===== src/rtl/rtc_pkg.sv =====
package rtc_pkg;
  localparam int BYTE_W = 8;
  localparam int CNT_N  = 8;
  localparam int ADDR_W = 5;
  localparam int IDX_W  = $clog2(CNT_N);

  localparam logic [ADDR_W-1:0] ADR_CLR  = 5'h12;
  localparam logic [ADDR_W-1:0] ADR_STAT = 5'h14;
  localparam logic [ADDR_W-1:0] ADR_GO   = 5'h15;
  localparam logic [BYTE_W-1:0] CLR_KEY  = 8'hFF;

  typedef logic [BYTE_W-1:0] cnt_byte_t;
  typedef logic [CNT_N-1:0][BYTE_W-1:0] cnt_vec_t;

  // legal bits per register
  function automatic cnt_byte_t cnt_mask(input int idx);
    case (idx)
      0: return 8'hF0;
      1: return 8'hFF;
      2: return 8'h7F;
      3: return 8'h7F;
      4: return 8'h3F;
      5: return 8'h07;
      6: return 8'h3F;
      default: return 8'h1F;
    endcase
  endfunction

  function automatic cnt_byte_t cnt_rst(input int idx);
    return (idx >= 5) ? 8'h01 : 8'h00;
  endfunction

  // fixed wrap limits; day of month is dynamic
  function automatic cnt_byte_t cnt_max(input int idx);
    case (idx)
      0: return 8'h90;
      1: return 8'h99;
      2: return 8'h59;
      3: return 8'h59;
      4: return 8'h23;
      5: return 8'h07;
      6: return 8'h31;
      default: return 8'h12;
    endcase
  endfunction

  function automatic cnt_byte_t mon_limit(input cnt_byte_t mon);
    case (mon)
      8'h02: return 8'h28;
      8'h04, 8'h06, 8'h09, 8'h11: return 8'h30;
      default: return 8'h31;
    endcase
  endfunction

  function automatic cnt_byte_t bcd_inc(input cnt_byte_t v);
    if (v[3:0] >= 4'd9) return {v[7:4] + 4'd1, 4'd0};
    return {v[7:4], v[3:0] + 4'd1};
  endfunction

  function automatic cnt_vec_t rst_all();
    cnt_vec_t r;
    for (int i = 0; i < CNT_N; i++) r[i] = cnt_rst(i);
    return r;
  endfunction
endpackage


===== src/rtl/rtc_time_chain.sv =====
module rtc_time_chain
  import rtc_pkg::*;
(
  input  logic                   clk_i,
  input  logic                   rst_ni,
  input  logic                   tick_i,
  input  logic                   go_i,
  input  logic                   clr_i,
  input  logic [CNT_N-1:0]       wr_en_i,
  input  logic [BYTE_W-1:0]      wdata_i,
  output cnt_vec_t               cnt_o
);
  localparam int GO_LAST = 2;

  cnt_vec_t cnt_q;
  cnt_vec_t inc_v;
  cnt_vec_t max_v;
  logic [CNT_N-1:0] wrap;
  logic [CNT_N-1:0] adv;

  always_comb begin
    for (int i = 0; i < CNT_N; i++) begin
      max_v[i] = (i == 6) ? mon_limit(cnt_q[7]) : cnt_max(i);
      wrap[i]  = cnt_q[i] >= max_v[i];
      if (wrap[i])     inc_v[i] = cnt_rst(i);
      else if (i == 0) inc_v[i] = {bcd_inc({4'd0, cnt_q[i][7:4]})[3:0], 4'd0};
      else             inc_v[i] = bcd_inc(cnt_q[i]);
    end
  end

  // carry chain; hour rollover feeds both day counters
  always_comb begin
    adv[0] = tick_i & ~go_i;
    adv[1] = adv[0] & wrap[0];
    adv[2] = adv[1] & wrap[1];
    adv[3] = go_i ? (cnt_q[2] > 8'h39) : (adv[2] & wrap[2]);
    adv[4] = adv[3] & wrap[3];
    adv[5] = adv[4] & wrap[4];
    adv[6] = adv[5];
    adv[7] = adv[6] & wrap[6];
  end

  for (genvar g = 0; g < CNT_N; g++) begin : g_cnt
    always_ff @(posedge clk_i or negedge rst_ni) begin
      if (!rst_ni)              cnt_q[g] <= cnt_rst(g);
      else if (clr_i)           cnt_q[g] <= cnt_rst(g);
      else if (wr_en_i[g])      cnt_q[g] <= wdata_i & cnt_mask(g);
      else if (go_i && g <= GO_LAST) cnt_q[g] <= '0;
      else if (adv[g])          cnt_q[g] <= inc_v[g];
    end
  end

  assign cnt_o = cnt_q;

  p_hold_r3: assert property (@(posedge clk_i) disable iff (!rst_ni)
    (!tick_i && !go_i && !clr_i && wr_en_i == '0) |=> $stable(cnt_q));
  p_ms_step_r3: assert property (@(posedge clk_i) disable iff (!rst_ni)
    (tick_i && !go_i && !clr_i && !wr_en_i[0]) |=> cnt_q[0] != $past(cnt_q[0]));
  p_write_wins_r6: assert property (@(posedge clk_i) disable iff (!rst_ni)
    (wr_en_i[1] && !clr_i) |=> cnt_q[1] == $past(wdata_i));
  p_clr_all_r7: assert property (@(posedge clk_i) disable iff (!rst_ni)
    clr_i |=> cnt_q == rst_all());
  p_go_clear_r8: assert property (@(posedge clk_i) disable iff (!rst_ni)
    (go_i && !clr_i) |=> cnt_q[2:0] == '0);
endmodule


===== src/rtl/rtc_roll_flag.sv =====
module rtc_roll_flag (
  input  logic clk_i,
  input  logic rst_ni,
  input  logic tick_i,
  input  logic cnt_rd_i,
  input  logic stat_rd_i,
  output logic flag_o
);
  logic armed_q, flag_q;

  always_ff @(posedge clk_i or negedge rst_ni) begin
    if (!rst_ni) begin
      armed_q <= 1'b0;
      flag_q  <= 1'b0;
    end else if (stat_rd_i) begin
      armed_q <= 1'b0;
      flag_q  <= 1'b0;
    end else begin
      if (cnt_rd_i) armed_q <= 1'b1;
      if (tick_i && (armed_q || cnt_rd_i)) flag_q <= 1'b1;
    end
  end

  assign flag_o = flag_q;

  p_flag_clear_r9: assert property (@(posedge clk_i) disable iff (!rst_ni)
    stat_rd_i |=> !flag_o);
  p_flag_same_cycle_r9: assert property (@(posedge clk_i) disable iff (!rst_ni)
    (tick_i && cnt_rd_i && !stat_rd_i) |=> flag_o);
endmodule


===== src/rtl/rtc_rd_mux.sv =====
module rtc_rd_mux
  import rtc_pkg::*;
(
  input  logic              rd_i,
  input  logic [ADDR_W-1:0] addr_i,
  input  cnt_vec_t          cnt_i,
  input  logic              flag_i,
  output logic [BYTE_W-1:0] rdata_o
);
  always_comb begin
    rdata_o = '0;
    if (rd_i) begin
      if (addr_i < ADDR_W'(CNT_N)) rdata_o = cnt_i[addr_i[IDX_W-1:0]];
      else if (addr_i == ADR_STAT) rdata_o = {{(BYTE_W-1){1'b0}}, flag_i};
    end
  end
endmodule


===== src/rtl/rtc_bcd_chain.sv =====
module rtc_bcd_chain
  import rtc_pkg::*;
(
  input  logic              clk_i,
  input  logic              rst_ni,
  input  logic              tick_i,
  input  logic              bus_valid_i,
  input  logic              bus_we_i,
  input  logic [ADDR_W-1:0] bus_addr_i,
  input  logic [BYTE_W-1:0] bus_wdata_i,
  output logic [BYTE_W-1:0] bus_rdata_o
);
  logic wr, rd, clr, go, cnt_rd, stat_rd, flag;
  logic [CNT_N-1:0] wr_en;
  cnt_vec_t cnt;

  assign wr      = bus_valid_i & bus_we_i;
  assign rd      = bus_valid_i & ~bus_we_i;
  assign clr     = wr && bus_addr_i == ADR_CLR && bus_wdata_i == CLR_KEY;
  assign go      = wr && bus_addr_i == ADR_GO;
  assign cnt_rd  = rd && bus_addr_i < ADDR_W'(CNT_N);
  assign stat_rd = rd && bus_addr_i == ADR_STAT;

  for (genvar g = 0; g < CNT_N; g++) begin : g_wr
    assign wr_en[g] = wr && bus_addr_i == ADDR_W'(g);
  end

  rtc_time_chain u_chain (
    .clk_i   (clk_i),
    .rst_ni  (rst_ni),
    .tick_i  (tick_i),
    .go_i    (go),
    .clr_i   (clr),
    .wr_en_i (wr_en),
    .wdata_i (bus_wdata_i),
    .cnt_o   (cnt)
  );

  rtc_roll_flag u_flag (
    .clk_i     (clk_i),
    .rst_ni    (rst_ni),
    .tick_i    (tick_i),
    .cnt_rd_i  (cnt_rd),
    .stat_rd_i (stat_rd),
    .flag_o    (flag)
  );

  rtc_rd_mux u_mux (
    .rd_i    (rd),
    .addr_i  (bus_addr_i),
    .cnt_i   (cnt),
    .flag_i  (flag),
    .rdata_o (bus_rdata_o)
  );

  p_ms_low_zero_r2: assert property (@(posedge clk_i) disable iff (!rst_ni)
    (rd && bus_addr_i == '0) |-> bus_rdata_o[3:0] == 4'd0);
  p_stat_upper_zero_r9: assert property (@(posedge clk_i) disable iff (!rst_ni)
    stat_rd |-> bus_rdata_o[7:1] == '0);
endmodule


===== config.mk =====
export PLATFORM = sky130hd
export DESIGN_NAME = rtc_bcd_chain
export DESIGN_NICKNAME = d
export VERILOG_FILES = /design/src/rtl/rtc_pkg.sv /design/src/rtl/rtc_time_chain.sv /design/src/rtl/rtc_roll_flag.sv /design/src/rtl/rtc_rd_mux.sv /design/src/rtl/rtc_bcd_chain.sv
export SDC_FILE = /design/constraint.sdc
export NUM_CORES = 1
export LEC_CHECK = 0
export BUFFER_PORTS_ARGS = -buffer_cell sky130_fd_sc_hd__buf_2
export CAP_MARGIN = 20
export CORE_ASPECT_RATIO = 0.9
export CORE_MARGIN = 3
export CORE_UTILIZATION = 60
export DETAILED_ROUTE_END_ITERATION = 16
export PLACE_DENSITY = 0.86
export SETUP_SLACK_MARGIN = 0.15
export SLEW_MARGIN = 20
export SYNTH_ARGS = -nofsm -noshare
export SYNTH_HDL_FRONTEND = slang
export SYNTH_HIERARCHICAL = 1
export SYNTH_SLANG_ARGS = --single-unit

===== constraint.sdc =====
create_clock -name clk_i -period 3.9 [get_ports clk_i]
set_clock_uncertainty 0.05 [all_clocks]
set_input_delay 0.78 -clock clk_i [delete_from_list [all_inputs] [get_ports clk_i]]
set_output_delay 0.78 -clock clk_i [all_outputs]
set_load 0.02 [all_outputs]

# ---- Word-level counts from Yosys, hierarchy flattened
# Cells that the tools add are included.
dict set report op_classes {
  multipliers 0
  shift 0
  bitwise 11
  addsub 15
  n_eq_ne 16
  mux 78
  n_reduce_logical 41
  order_cmp 19
  div_mod_pow 0
}
# op count
set ops {}
lappend ops {{8-bit two-way mux} 52}
lappend ops {{4-bit by 1-bit adder with 4-bit output (second input constant)} 15}
lappend ops {{4-bit greater-or-equal comparator (second input constant)} 8}
lappend ops {{4-bit nonzero test} 8}
lappend ops {{8-bit binary-select mux with 3-bit select} 1}
lappend ops {{1-bit two-way mux} 22}
lappend ops {{5-bit by 3-bit == test with 1-bit output (second input constant)} 4}
lappend ops {{8-bit by 3-bit == test with 1-bit output (second input constant)} 2}
lappend ops {{8-bit by 7-bit greater-or-equal comparator with 1-bit output (second input constant)} 2}
lappend ops {{8-bit greater-or-equal comparator (second input constant)} 2}
lappend ops {{5-bit == test (second input constant)} 3}
lappend ops {{3-bit nonzero test} 5}
lappend ops {{1-bit logical AND} 14}
lappend ops {{2-bit AND reduction} 7}
lappend ops {{5-bit by 2-bit == test with 1-bit output (second input constant)} 2}
lappend ops {{5-bit one-hot mux with 2 select lines} 1}
lappend ops {{5-bit nonzero test} 2}
lappend ops {{1-bit bitwise AND} 9}
lappend ops {{8-bit by 2-bit == test with 1-bit output (second input constant)} 1}
lappend ops {{8-bit by 4-bit == test with 1-bit output (second input constant)} 1}
lappend ops {{8-bit by 5-bit == test with 1-bit output (second input constant)} 1}
lappend ops {{8-bit == test (second input constant)} 1}
lappend ops {{8-bit by 3-bit greater-or-equal comparator with 1-bit output (second input constant)} 1}
lappend ops {{8-bit by 5-bit greater-or-equal comparator with 1-bit output (second input constant)} 1}
lappend ops {{12 further kinds} 15}
dict set report word_totals {
  latchBits 0
  inputBits 18
  output_inout_bits 8
  reg_bits 66
  n_memories 0
  ramBits 0
  elab_cells 197
  rom_bits 0
}

# ---- Depth between registers and ports, before layout
dict set report depth {
  ltp_word 14
  ltp_mapped 12
  ltp_nobuf 12
}

# ---- Modules after synthesis
# The synthesis kept the hierarchy.
# mod instances cells_per_inst area_each_um2 seq_area_each_um2
set modules_own_cells {}
lappend modules_own_cells {rtc_time_chain 1 516 4518.1 1505.2}
lappend modules_own_cells {rtc_rd_mux 1 37 561.8 0.0}
lappend modules_own_cells {rtc_bcd_chain 1 26 153.9 0.0}
lappend modules_own_cells {rtc_roll_flag 1 7 71.3 50.0}

# ---- Worst setup path before layout
# OpenSTA, ideal clock, no wires.
dict set report synth_timing {
  path_kind {input -> register}
  start {input bus_addr_i[2]}
  end {register u_chain.cnt_q (netlist bit u_chain/cnt_o[58])}
  setup_slack_ns 0.804
  path_buffers 3
  required_time_ns 3.709
  cell_stages 6
  setup_ns 0.141
  arrival_time_ns 2.905
  cell_sequence {nand4bb_1 > nor4_1 > clkbuf_1 > clkbuf_1 > clkbuf_1 > o211ai_1}
}
dict set report synth_via {
  word_cells_on_any_way 19
  classes_between {eq/ne (3); mux (3); bitwise (8); reduce/logical (5)}
}
# element line_no
set synth_rtl {}
lappend synth_rtl {{start: declaration} rtc_bcd_chain.sv:9} ;# input logic [ADDR_W-1:0] bus_addr_i,
lappend synth_rtl {{5-bit == test *} rtc_bcd_chain.sv:19} ;# assign clr = wr && bus_addr_i == ADR_CLR && bus_wdata_i == CLR_KEY;
lappend synth_rtl {{1-bit logical AND * (2 in series)} rtc_bcd_chain.sv:19}
lappend synth_rtl {{via clr} rtc_bcd_chain.sv:13} ;# logic wr, rd, clr, go, cnt_rd, stat_rd, flag;
lappend synth_rtl {{3-bit nonzero test (no source line) or 8-bit two-way mux (tied branches)} n/a}
lappend synth_rtl {{end signal: indexed assignment} rtc_time_chain.sv:46} ;# else if (clr_i) cnt_q[g] <= cnt_rst(g);
lappend synth_rtl {{end signal: indexed assignment} rtc_time_chain.sv:47} ;# else if (wr_en_i[g]) cnt_q[g] <= wdata_i & cnt_mask(g);
lappend synth_rtl {{end signal: indexed assignment} rtc_time_chain.sv:49} ;# else if (adv[g]) cnt_q[g] <= inc_v[g];
lappend synth_rtl {{end: declaration} rtc_time_chain.sv:15} ;# cnt_vec_t cnt_q;
# Mark *: on every way through the listed nets, which the timed path passes. The rest lies on a longest branch.
# A chain may end at the register's enable or synchronous reset.

# ---- Worst setup path after layout
dict set report layout_timing {
  start {input bus_addr_i[0]}
  end {register u_chain.cnt_q (netlist bit u_chain/cnt_o[60])}
}
dict set report layout_via {
  elab_chain_cells 13
  word_cells_on_any_way 21
  classes_between {eq/ne (3); mux (3); bitwise (8); reduce/logical (7)}
}
# element line_no
set layout_rtl {}
lappend layout_rtl {{5-bit == test *} rtc_bcd_chain.sv:20} ;# assign go = wr && bus_addr_i == ADR_GO;
lappend layout_rtl {{1-bit logical AND *} rtc_bcd_chain.sv:20}
lappend layout_rtl {{via go} rtc_bcd_chain.sv:13}
lappend layout_rtl {{1-bit inverter} rtc_time_chain.sv:33} ;# adv[0] = tick_i & ~go_i;
lappend layout_rtl {{1-bit bitwise AND} rtc_time_chain.sv:33}
lappend layout_rtl {{1-bit bitwise AND} rtc_time_chain.sv:34} ;# adv[1] = adv[0] & wrap[0];
lappend layout_rtl {{1-bit bitwise AND} rtc_time_chain.sv:35} ;# adv[2] = adv[1] & wrap[1];
lappend layout_rtl {{1-bit bitwise AND} rtc_time_chain.sv:36} ;# adv[3] = go_i ? (cnt_q[2] > 8'h39) : (adv[2] & wrap[2]);
lappend layout_rtl {{1-bit two-way mux *} rtc_time_chain.sv:36}
lappend layout_rtl {{1-bit bitwise AND *} rtc_time_chain.sv:37} ;# adv[4] = adv[3] & wrap[3];
lappend layout_rtl {{1-bit bitwise AND *} rtc_time_chain.sv:38} ;# adv[5] = adv[4] & wrap[4];
lappend layout_rtl {{1-bit bitwise AND *} rtc_time_chain.sv:40} ;# adv[7] = adv[6] & wrap[6];
lappend layout_rtl {{3-bit nonzero test (no source line) *} n/a}
lappend layout_rtl {{2-bit AND reduction (no source line) *} n/a}
lappend layout_rtl {{end signal: indexed assignment} rtc_time_chain.sv:45} ;# if (!rst_ni) cnt_q[g] <= cnt_rst(g);
lappend layout_rtl {{end signal: indexed assignment} rtc_time_chain.sv:46}
lappend layout_rtl {{end signal: indexed assignment} rtc_time_chain.sv:47}
# Marks and branches as above.

==> flow_metrics.tcl <==
set metrics [dict create \
    status "completed" \
    tightest_slew_ps 1010 \
    p_leak_nw 2.56 \
    final.setup.tns_ps 0 \
    grt_pass1_wl_um 25100 \
    ys_ff_latch 62 \
    yosysSeqAreaShare_pct 29.3 \
    finalHoldViolCount 0 \
    synthTopCellsByArea "dfrtp_1 (28%), ha_1 (10%), mux4_1 (4.0%)" \
    synth_edf_count 0 \
    cts_resized 0 \
    yosys_warnings 6 \
    fmax_mhz 306 \
    combPwrFrac_pct 32.2 \
    diodes 0 \
    first_global_vias 4826 \
    rsz0062_at_grt "false" \
    grt_usage_pct 32.1 \
    drive_gt1_share_pct 15.2 \
    power_density_mw_per_mm2 387 \
    switching_share_pct 39.0 \
    cp_top_family "simple AND/OR/NAND/NOR gates" \
    synth.largest_area_cell "dfrtp_1" \
    antenna_found_initial 1 \
    numCtsBuffers 9 \
    synthTopCellsByCount "dfrtp_1 (59), inv_1 (45), nand2_1 (45)" \
    fin_area_mm2 0.00575 \
    period_minus_slack_ps 3270 \
    place.gp.congestion 0.954 \
    crit_chain "buf_2 -> nand2b_1 -> nor3_2 -> buf_4 -> nand3_1 -> o21ai_1 -> a31oi_4 -> nor4_4 -> a41oi_1 -> a221oi_2" \
    avgViaCountPerCell 7.03 \
    setup_viol 0 \
    p_total_w 0.00222 \
    io_buffer_count 25 \
    synthArstFlopShare_pct 100 \
    grt_remaining_overflow 0 \
    ctsLongestPathBuffers 2 \
    startpoint_type "input port" \
    critPathMaxStageDelay_ps 600 \
    hold_ws_ps 478 \
    rows 31 \
    postCtsHoldBufs 0 \
    wl_per_cell_um 21.5 \
    drt_iter0_drc 678 \
    slew_headroom_pct 31.9 \
    ant_nets 0 \
    finalMaxSlewViolations 0 \
    synth_cell_types 87 \
    cts_tree "yes" \
    r2r-end "u_chain/cnt_o[53]$_DFFE_PN0P_" \
    cap_violations 0 \
    area_delta_synth_final_pct 8.40 \
    grt_max_degree 63 \
    cts_max_level 3 \
    clkPwrFrac_pct 26.5 \
    postPlaceCellArea_mm2 0.00555 \
    drtPass1Iterations 7 \
    period_share_pct 83.8 \
    hp-class "flop to flop" \
    hpwlAfterDp_um 11300 \
    layout.nets 674 \
    ys.flop_type "dfrtp_1" \
    yosysMostFrequentCell "dfrtp_1" \
    r2r_start "u_chain/cnt_o[56]$_DFFE_PN1P_" \
    crit_start "bus_addr_i[0]" \
    rrSetupSlack_ps 710 \
    die_w_um 105 \
    syn_area_mm2 0.00531 \
    ir_drop_v 0.000220 \
    required_ps 4110 \
    clockRootBuffer "clkbuf_8" \
    slowest_stage "nor4_4" \
    core_mm2 0.00830 \
    crit_path_end "u_chain/cnt_o[60]$_DFFE_PN0P_" \
    fp.dieArea_mm2 0.0100 \
    yosysTopAreaCellShare_pct 27.8 \
    chipHeight_um 95.2 \
    drc 0 \
    critPathArrivalTime_ps 3480 \
    p_seq_share_pct 41.3 \
    path_max_fanout 16 \
    p_switching_w 0.000866 \
    worstHoldStart "u_flag/armed_q$_DFFE_PN0P_" \
    synthCells 586 \
    crit_buf_inv 2 \
    end_kind "flop" \
    syn_area_per_cell_um2 9.05 \
    clk_pin_slew_ps 80 \
    r2r_cells 12 \
    num_vias 5149 \
    cts_sinks 62 \
    io_pins 26 \
    num-fill-cells 645 \
    worst-setup-path-type "input port to flop" \
    finalWirelength_um 15800 \
    p_int_w 0.00136 \
    cp.depth 10 \
    initial_core_util_pct 63.9 \
    post_cts_buffers 0 \
    worstSkewPairLatency_ps 360 \
]
==> how the worst min path moves through the flow <==
stage / end / slack (ps) / depth (start not counted)
after floorplan: u_flag/armed_q$_DFFE_PN0P_ / 410 / 2
after global placement: u_flag/armed_q$_DFFE_PN0P_ / 430 / 2
after detailed placement: u_flag/armed_q$_DFFE_PN0P_ / 470 / 2
after CTS: u_flag/armed_q$_DFFE_PN0P_ / 490 / 2
after global routing: u_flag/flag_o$_DFFE_PN0P_ / 510 / 2
final: u_flag/armed_q$_DFFE_PN0P_ / 480 / 2
==> kinds of logic (layout without fill, tap and decap cells) <==
| logic type | count (synthesis) | after routing | share of synthesized area (%) |
|---|---|---|---|
| compound gates | 173 | 173 | 23.8 |
| xor+xnor | 3 | 3 | 0.495 |
| fa+ha+maj | 44 | 44 | 10.4 |
| buf+inv | 77 | 105 | 6.72 |
| flops | 62 | 62 | 29.3 |
| mux | 19 | 19 | 7.69 |
| other cells | 1 | 4 | 0.0707 |
| simple gates | 207 | 207 | 21.5 |
==> layer usage <==
metal | GRT usage [%] | part of all wire, % | up-vias | wire length, µm
met5 | 0 | 0.070 | - | 11
met4 | 13.6 | 3.9 | 2 | 615
met3 | 9.00 | 13 | 76 | 2060
met2 | 47.7 | 43 | 402 | 6850
met1 | 44.2 | 40 | 2425 | 6220
li1 | - | - | 2244 | -
==> placed cells by master (no fill, tap or decap), types with 4 or more instances in the layout <==
master,instances
a211oi_1,4
a21boi_1,4
a21oi_1,37
a221oi_2,4
a22o_1,17
and2_1,5
and3_1,12
buf_2,25
buf_4,19
clkbuf_8,9
conb_1,4
dfrtp_1,59
ha_1,44
inv_1,45
mux2i_1,4
mux4_1,8
mux4_2,7
nand2_1,45
nand2b_1,6
nand3_1,20
nand4_1,7
nor2_1,43
nor3_1,17
nor3b_1,10
nor4_1,8
o21a_1,4
o21ai_0,27
o21ai_1,12
o31ai_1,12
==> sequential cells by signal, summed over array words and instances, names as in the netlist <==
register / flops
u_chain/cnt_o: 60
u_flag/armed_q: 1
u_flag/flag_o: 1
==> per-stage QoR <==
step           setup slack (ps)  util [%]  cells
4_1_cts                     680      69.3    732
3_3_place_gp                586      66.9    716
5_1_grt                     387      69.3    732
6_report                    631      69.3    732
3_5_place_dp                382      66.9    716
2_1_floorplan               804         -    589
==> power by group through the flow <==
stage	sequential, W	clock (W)	combinational (W)
floorplan	0.000853	0	0.000526
global placement	0.000912	0	0.000642
detailed placement	0.000919	0	0.000686
CTS	0.000907	0.000591	0.000698
global route	0.000932	0.000619	0.000785
finish	0.000918	0.000588	0.000717
==> tightest hold or removal path: stages, from the launching register on <==
cell	delay, ps
dfrtp_1	350
nor2_1	50
nor2_1	90
==> layout make-up <==
cell class                      count  area, µm²  area share (%)
Clock buffer                        9        124            2.15
Clock inverter                      7       75.1            1.31
Inverter                           45        169            2.94
Multi-Input combinational cell    450       3420            59.4
Sequential cell                    62       1560            27.0
Tap cell                          115        144            2.50
Timing Repair Buffer               44        268            4.66
(Power assumes the default switching activity.)
